--- src/rtl/acc_alu_pkg.sv ---
// Shared operation encoding for the accumulator ALU.
package acc_alu_pkg;
    localparam int OP_W = 4;

    typedef enum logic [OP_W-1:0] {
        OP_ADD  = 4'd0,
        OP_SUB  = 4'd1,
        OP_AND  = 4'd2,
        OP_OR   = 4'd3,
        OP_XOR  = 4'd4,
        OP_INC  = 4'd5,
        OP_DEC  = 4'd6,
        OP_CPL  = 4'd7,
        OP_ROR  = 4'd8,
        OP_ROL  = 4'd9,
        OP_ADDB = 4'd10
    } alu_op_e;
endpackage

--- src/rtl/acc_alu_core.sv ---
// Combinational datapath: computes next accumulator, secondary register
// and flags from the current state and one operation.
// Assumes: op codes outside the enum leave everything unchanged.
module acc_alu_core
    import acc_alu_pkg::*;
#(
    parameter int DW = 8
) (
    input  logic [OP_W-1:0] op,
    input  logic [DW-1:0]   a_cur,
    input  logic [DW-1:0]   b_cur,
    input  logic [DW-1:0]   opnd,
    input  logic            c_cur,
    input  logic            z_cur,
    output logic [DW-1:0]   a_nxt,
    output logic [DW-1:0]   b_nxt,
    output logic            c_nxt,
    output logic            z_nxt
);
    localparam int SW = DW + 1;
    localparam logic [DW-1:0] ONE = DW'(1);

    logic [SW-1:0] sum_a;
    logic [SW-1:0] sum_b;

    // Purpose: shared wide adders for the two carry-producing additions.
    always_comb begin
        sum_a = {1'b0, a_cur} + {1'b0, opnd};
        sum_b = {1'b0, b_cur} + {1'b0, opnd};
    end

    // Purpose: per-operation result and flag selection.
    always_comb begin
        a_nxt = a_cur;
        b_nxt = b_cur;
        c_nxt = c_cur;
        z_nxt = z_cur;
        case (alu_op_e'(op))
            OP_ADD: begin
                a_nxt = sum_a[DW-1:0];
                c_nxt = sum_a[DW];
                z_nxt = (sum_a[DW-1:0] == '0);
            end
            OP_SUB: begin
                a_nxt = a_cur - opnd;
                c_nxt = (a_cur >= opnd);
                z_nxt = (a_cur == opnd);
            end
            OP_AND: begin
                a_nxt = a_cur & opnd;
                z_nxt = ((a_cur & opnd) == '0);
            end
            OP_OR: begin
                a_nxt = a_cur | opnd;
                z_nxt = ((a_cur | opnd) == '0);
            end
            OP_XOR: begin
                a_nxt = a_cur ^ opnd;
                c_nxt = 1'b0;
                z_nxt = (a_cur == opnd);
            end
            OP_INC: begin
                a_nxt = a_cur + ONE;
                z_nxt = ((a_cur + ONE) == '0);
            end
            OP_DEC: begin
                a_nxt = a_cur - ONE;
                z_nxt = (a_cur == ONE);
            end
            OP_CPL: begin
                a_nxt = ~a_cur;
                z_nxt = (a_cur == '1);
            end
            OP_ROR: begin
                a_nxt = {a_cur[0], a_cur[DW-1:1]};
                z_nxt = (a_cur == '0);
            end
            OP_ROL: begin
                a_nxt = {a_cur[DW-2:0], a_cur[DW-1]};
                z_nxt = (a_cur == '0);
            end
            OP_ADDB: begin
                b_nxt = sum_b[DW-1:0];
                c_nxt = sum_b[DW];
                z_nxt = (sum_b[DW-1:0] == '0);
            end
            default: ;
        endcase
    end
endmodule

--- src/rtl/acc_alu_occupancy.sv ---
// Occupancy tracker: accepts a strobe only when idle; an immediate-form
// operation holds the stage busy for one extra cycle.
// Assumes: synchronous active-low reset.
module acc_alu_occupancy (
    input  logic clk,
    input  logic rst_n,
    input  logic valid,
    input  logic imm,
    output logic accept,
    output logic busy
);
    logic busy_q;

    // Purpose: a strobe is taken only outside the busy cycle.
    always_comb accept = valid & ~busy_q;

    // Purpose: mark the second cycle of an immediate-form operation.
    always_ff @(posedge clk) begin
        if (!rst_n) busy_q <= 1'b0;
        else        busy_q <= accept & imm;
    end

    assign busy = busy_q;
endmodule

--- src/rtl/acc_alu.sv ---
// Accumulator ALU top: holds A, B, carry and zero and commits the
// datapath result on each accepted strobe.
// Assumes: operand source selection is done by the caller.
module acc_alu
    import acc_alu_pkg::*;
#(
    parameter int DW = 8
) (
    input  logic            clk,
    input  logic            rst_n,
    input  logic            op_valid,
    input  logic [OP_W-1:0] op_code,
    input  logic            op_imm,
    input  logic [DW-1:0]   operand,
    output logic [DW-1:0]   acc_out,
    output logic [DW-1:0]   breg_out,
    output logic            carry,
    output logic            zero,
    output logic            busy
);
    logic [DW-1:0] a_q, b_q, a_d, b_d;
    logic          c_q, z_q, c_d, z_d;
    logic          accept;

    acc_alu_occupancy u_occ (
        .clk    (clk),
        .rst_n  (rst_n),
        .valid  (op_valid),
        .imm    (op_imm),
        .accept (accept),
        .busy   (busy)
    );

    acc_alu_core #(.DW(DW)) u_core (
        .op    (op_code),
        .a_cur (a_q),
        .b_cur (b_q),
        .opnd  (operand),
        .c_cur (c_q),
        .z_cur (z_q),
        .a_nxt (a_d),
        .b_nxt (b_d),
        .c_nxt (c_d),
        .z_nxt (z_d)
    );

    // Purpose: architectural state, written only on an accepted strobe.
    always_ff @(posedge clk) begin
        if (!rst_n) begin
            a_q <= '0;
            b_q <= '0;
            c_q <= 1'b0;
            z_q <= 1'b0;
        end else if (accept) begin
            a_q <= a_d;
            b_q <= b_d;
            c_q <= c_d;
            z_q <= z_d;
        end
    end

    assign acc_out  = a_q;
    assign breg_out = b_q;
    assign carry    = c_q;
    assign zero     = z_q;
endmodule

--- config.mk ---
export PLATFORM = sky130hd
export DESIGN_NAME = acc_alu
export DESIGN_NICKNAME = d
export VERILOG_FILES = /design/src/rtl/acc_alu_pkg.sv /design/src/rtl/acc_alu_core.sv /design/src/rtl/acc_alu_occupancy.sv /design/src/rtl/acc_alu.sv
export SDC_FILE = /design/constraint.sdc
export NUM_CORES = 1
export LEC_CHECK = 0
export BUFFER_PORTS_ARGS = -buffer_cell sky130_fd_sc_hd__buf_2
export CORE_MARGIN = 4
export CORE_UTILIZATION = 65
export DETAILED_ROUTE_END_ITERATION = 10
export GPL_ROUTABILITY_DRIVEN = 0
export HOLD_SLACK_MARGIN = 0.03
export MAX_ROUTING_LAYER = met4
export PLACE_DENSITY_LB_ADDON = 0.12
export SLEW_MARGIN = 20
export SYNTH_ARGS = -nofsm -noshare
export SYNTH_HDL_FRONTEND = slang
export SYNTH_SLANG_ARGS = --single-unit
export TNS_END_PERCENT = 20
--- constraint.sdc ---
create_clock -name clk -period 6.4 [get_ports clk]
set_input_delay 0.32 -clock clk [delete_from_list [all_inputs] [get_ports clk]]
set_output_delay 0.32 -clock clk [all_outputs]
set_load 0.02 [all_outputs]
==> results.md <==
- Vias per cell: 7.297
- Critical hold path startpoint: op_imm
- WL per Instance: 20.55 µm
- Die ar.: 5933 µm²
- Flops & latches, synth: 19
- Clock Latency Late Sink: 0.27 ns
- Crit Path Category: flop to flop
- Startpoint types: flop
- Hold Crit Class: input pin to flop
- Pwr dens: 141.5 nW/µm²
- Sequential power share: 31.6%
- Max H-tree Level: 1
- Clock buffer depth: 2
- Sequential element share of the synthesized area: 12.28%
- R2r endpoint: zero
- Critical path endpoint category: flop
- Residual DRC count: 0
- TritonCTS Sinks: 19
- Pin count of the biggest net entering global routing: 35
- Syn_nets: 480
- DIE HEIGHT: 77.03 µm
- CP Data Arrival Time: 3.21 ns
- Placed instance count: 481
- Slew of the pin with the lowest slew margin: 0.7657 ns
- Worst R2R Setup Slack: 3.40 ns
- Remaining Overflow, GRT: 0
- Worst Hold Depth: 2
- IO Pins: 35
- Most common cell after layout, fill and taps aside: ha_1
- Met3 usage: 5.972%
- Post-synthesis cell count: 424
- Worst R2R Path Depth: 8
- Core area: 4474 µm²
- Resized Gates After CTS: 0
- Post-layout total power: 0.4598 mW
- Global route hottest layer: met2
- Met1 usage: 41.86%
- Yosys warning count: 0
- Worst VDD drop: 0.09967 mV
- Psw: 0.2053 mW
- Tmin final: 3.000 ns
- Setup Skew: 0.008718 ns
- Number of cells in the finished layout apart from fillers: 485
- WHS: 0.2776 ns
- Row count: 24
- RSZ-0062 raised after global routing: no
- Final setup vio count: 0
- Antenna violations before repair: 0
- Clock share of power: 19.1%
- Setup Fix Bufs, Post-CTS: 0
- Vias in the first global route: 3253
- Ys async rst share: 0%
- DRT Wirelength: 9.965 mm
- Slew HR: 48.23%
- Antenna-violating nets left: 0
- Cell Area, Synth: 3097 µm²
- Global Route Usage Sum: 33.85%
- Net Sw Frac: 44.65%
- FMAX: 0.3333 GHz
- Max cap viols: 0
- Area Growth Syn to Fin: 4.970%
- Logic pwr share: 49.3%
- Status: finished clean
- CTS Buf Count: 3
- Port Buffers: 34
- Cell variety after synth: 70
- Dpl hpwl: 7.368 mm
- Pleak: 1.368 nW
- Initial DRT Pass Iterations: 7
- Post-synth top flop: dfxtp_1
- Crit path required time: 6.61 ns
- Clock-pin slew on the worst setup and hold paths: 0.08 ns
- Final Max Slew Viols: 0
- Diodes inserted: 0
- Sum Neg Setup Slack: 0 ns
- 1st-iter DRT viols: 571
- Final hold viol count: 0
- Met2 Use GR: 53.31%
- Avg Inst Size Synth: 7.304 µm²
- Global-route wire length before repair: 15.88 mm
- Share of cells above drive strength 1: 10.62%
- WHS Endpoint: u_occ.busy
- Worst Path Max Fanout: 14
- Fill cell count: 364
- CTS Hold Buffers Added: 0
- Crit share post-route: 46.88%
- Die Wd: 77.03 µm
- Vias: 3539
- Final nets: 490
- CTS tree: yes
- Initial core utilization: 69.21%
- Post-synth EDFFs: 0
- Reg2reg start: acc_out[3]
- Int Pwr: 0.2545 mW
- Most frequent cells in the layout: ha_1, buf_2, a21oi_1
- Clock Root Buffer: clkbuf_8
logic make-up (layout without fill, tap and decap cells):
| logic type | count (synthesis) | count (layout) | share of synthesized area (%) |
|---|---|---|---|
| buffers and inverters | 54 | 63 | 7.111 |
| multiplexers | 7 | 7 | 2.303 |
| AO/OA/AOI/OAI | 147 | 147 | 32.04 |
| adder cells (fa/ha/maj) | 40 | 40 | 16.89 |
| flip-flops | 19 | 19 | 12.28 |
| AND/OR/NAND/NOR | 137 | 137 | 23.72 |
| XOR/XNOR | 20 | 20 | 5.656 |
worst max-delay path by stage:
stage                           from  cells past startpoint  endpoint  slack [ns]
after floorplan           acc_out[2]                     10      zero        3.74
after global placement    acc_out[2]                      8      zero        3.61
after detailed placement  acc_out[2]                      8      zero        3.62
after CTS                 acc_out[2]                      8      zero        3.59
after global routing      acc_out[3]                      8      zero        3.30
final                     acc_out[3]                      8      zero        3.40
Yosys cell counts (3+ instances only):
master | number | area, µm²
o22ai_1 | 4 | 25.02
a221oi_1 | 4 | 35.03
a211oi_1 | 7 | 52.55
a31oi_1 | 7 | 43.79
and3_1 | 5 | 31.28
a21oi_1 | 33 | 165.2
nor4_1 | 6 | 37.54
o311ai_0 | 3 | 26.28
dfxtp_1 | 19 | 380.4
or4_1 | 3 | 22.52
o21ai_0 | 32 | 160.2
a32o_1 | 3 | 30.03
buf_2 | 11 | 55.05
a21o_1 | 6 | 45.04
o21a_1 | 5 | 37.54
mux2i_1 | 6 | 60.06
ha_1 | 37 | 462.9
nand2b_1 | 6 | 37.54
fa_1 | 3 | 60.06
nand3_1 | 6 | 30.03
nand2_1 | 31 | 116.4
nor2_1 | 26 | 97.59
xor2_1 | 4 | 35.03
nor3_1 | 11 | 55.05
clkbuf_1 | 16 | 60.06
nand4_1 | 7 | 43.79
a22oi_1 | 4 | 30.03
o32ai_1 | 3 | 26.28
nor2b_1 | 14 | 87.58
and2_1 | 4 | 25.02
nor3b_1 | 3 | 22.52
xnor2_1 | 16 | 140.1
o221ai_1 | 5 | 43.79
o211ai_1 | 5 | 37.54
nand3b_1 | 3 | 22.52
inv_1 | 24 | 90.09
sequential cells by signal (all words and copies together) (netlist names):
name and flops:
acc_out 8, u_occ.busy 1, carry 1, breg_out 8
zero 1
power by group through the flow:
stage / combinational (mW) / clock, mW / sequential [mW]
3_5_place_dp: 0.216 / 0 / 0.147
4_1_cts: 0.218 / 0.0894 / 0.144
2_1_floorplan: 0.164 / 0 / 0.141
5_1_grt: 0.244 / 0.0964 / 0.147
3_3_place_gp: 0.213 / 0 / 0.146
6_report: 0.227 / 0.0879 / 0.145
metrics by stage:
step / instance area [µm²] / setup slack [ns] / utilization [%]
4_1_cts: 3251 / 3.586 / 72.65
3_5_place_dp: 3206 / 3.623 / 71.64
6_report: 3251 / 3.400 / 72.65
5_1_grt: 3251 / 3.301 / 72.65
3_3_place_gp: 3206 / 3.612 / 71.64
2_1_floorplan: 3097 / 3.739 / -
layer usage:
| layer | wire (µm) | share of wire [%] |
|---|---|---|
| met5 | 0 | 0 |
| met1 | 3765 | 38 |
| met4 | 615 | 6.2 |
| met3 | 1164 | 12 |
| met2 | 4419 | 44 |
area by class of cell:
| cell class | instances | area [µm²] | area share [%] |
|---|---|---|---|
| Multi-Input combinational cell | 351 | 2496 | 76.79 |
| Sequential cell | 19 | 380.4 | 11.70 |
| Timing Repair Buffer | 34 | 170.2 | 5.235 |
| Inverter | 25 | 93.84 | 2.887 |
| Tap cell | 52 | 65.06 | 2.002 |
| Clock buffer | 4 | 45.04 | 1.386 |
critical path, stage by stage (launching register included):
cell      delay, ns
dfxtp_1        0.66
clkinv_1       0.38
ha_1           0.52
nor4_1         0.63
nand4_1        0.19
o311ai_0       0.15
nor2_1         0.08
a21oi_1        0.21
or3_1          0.14
Power figures use the tool's default switching activity.
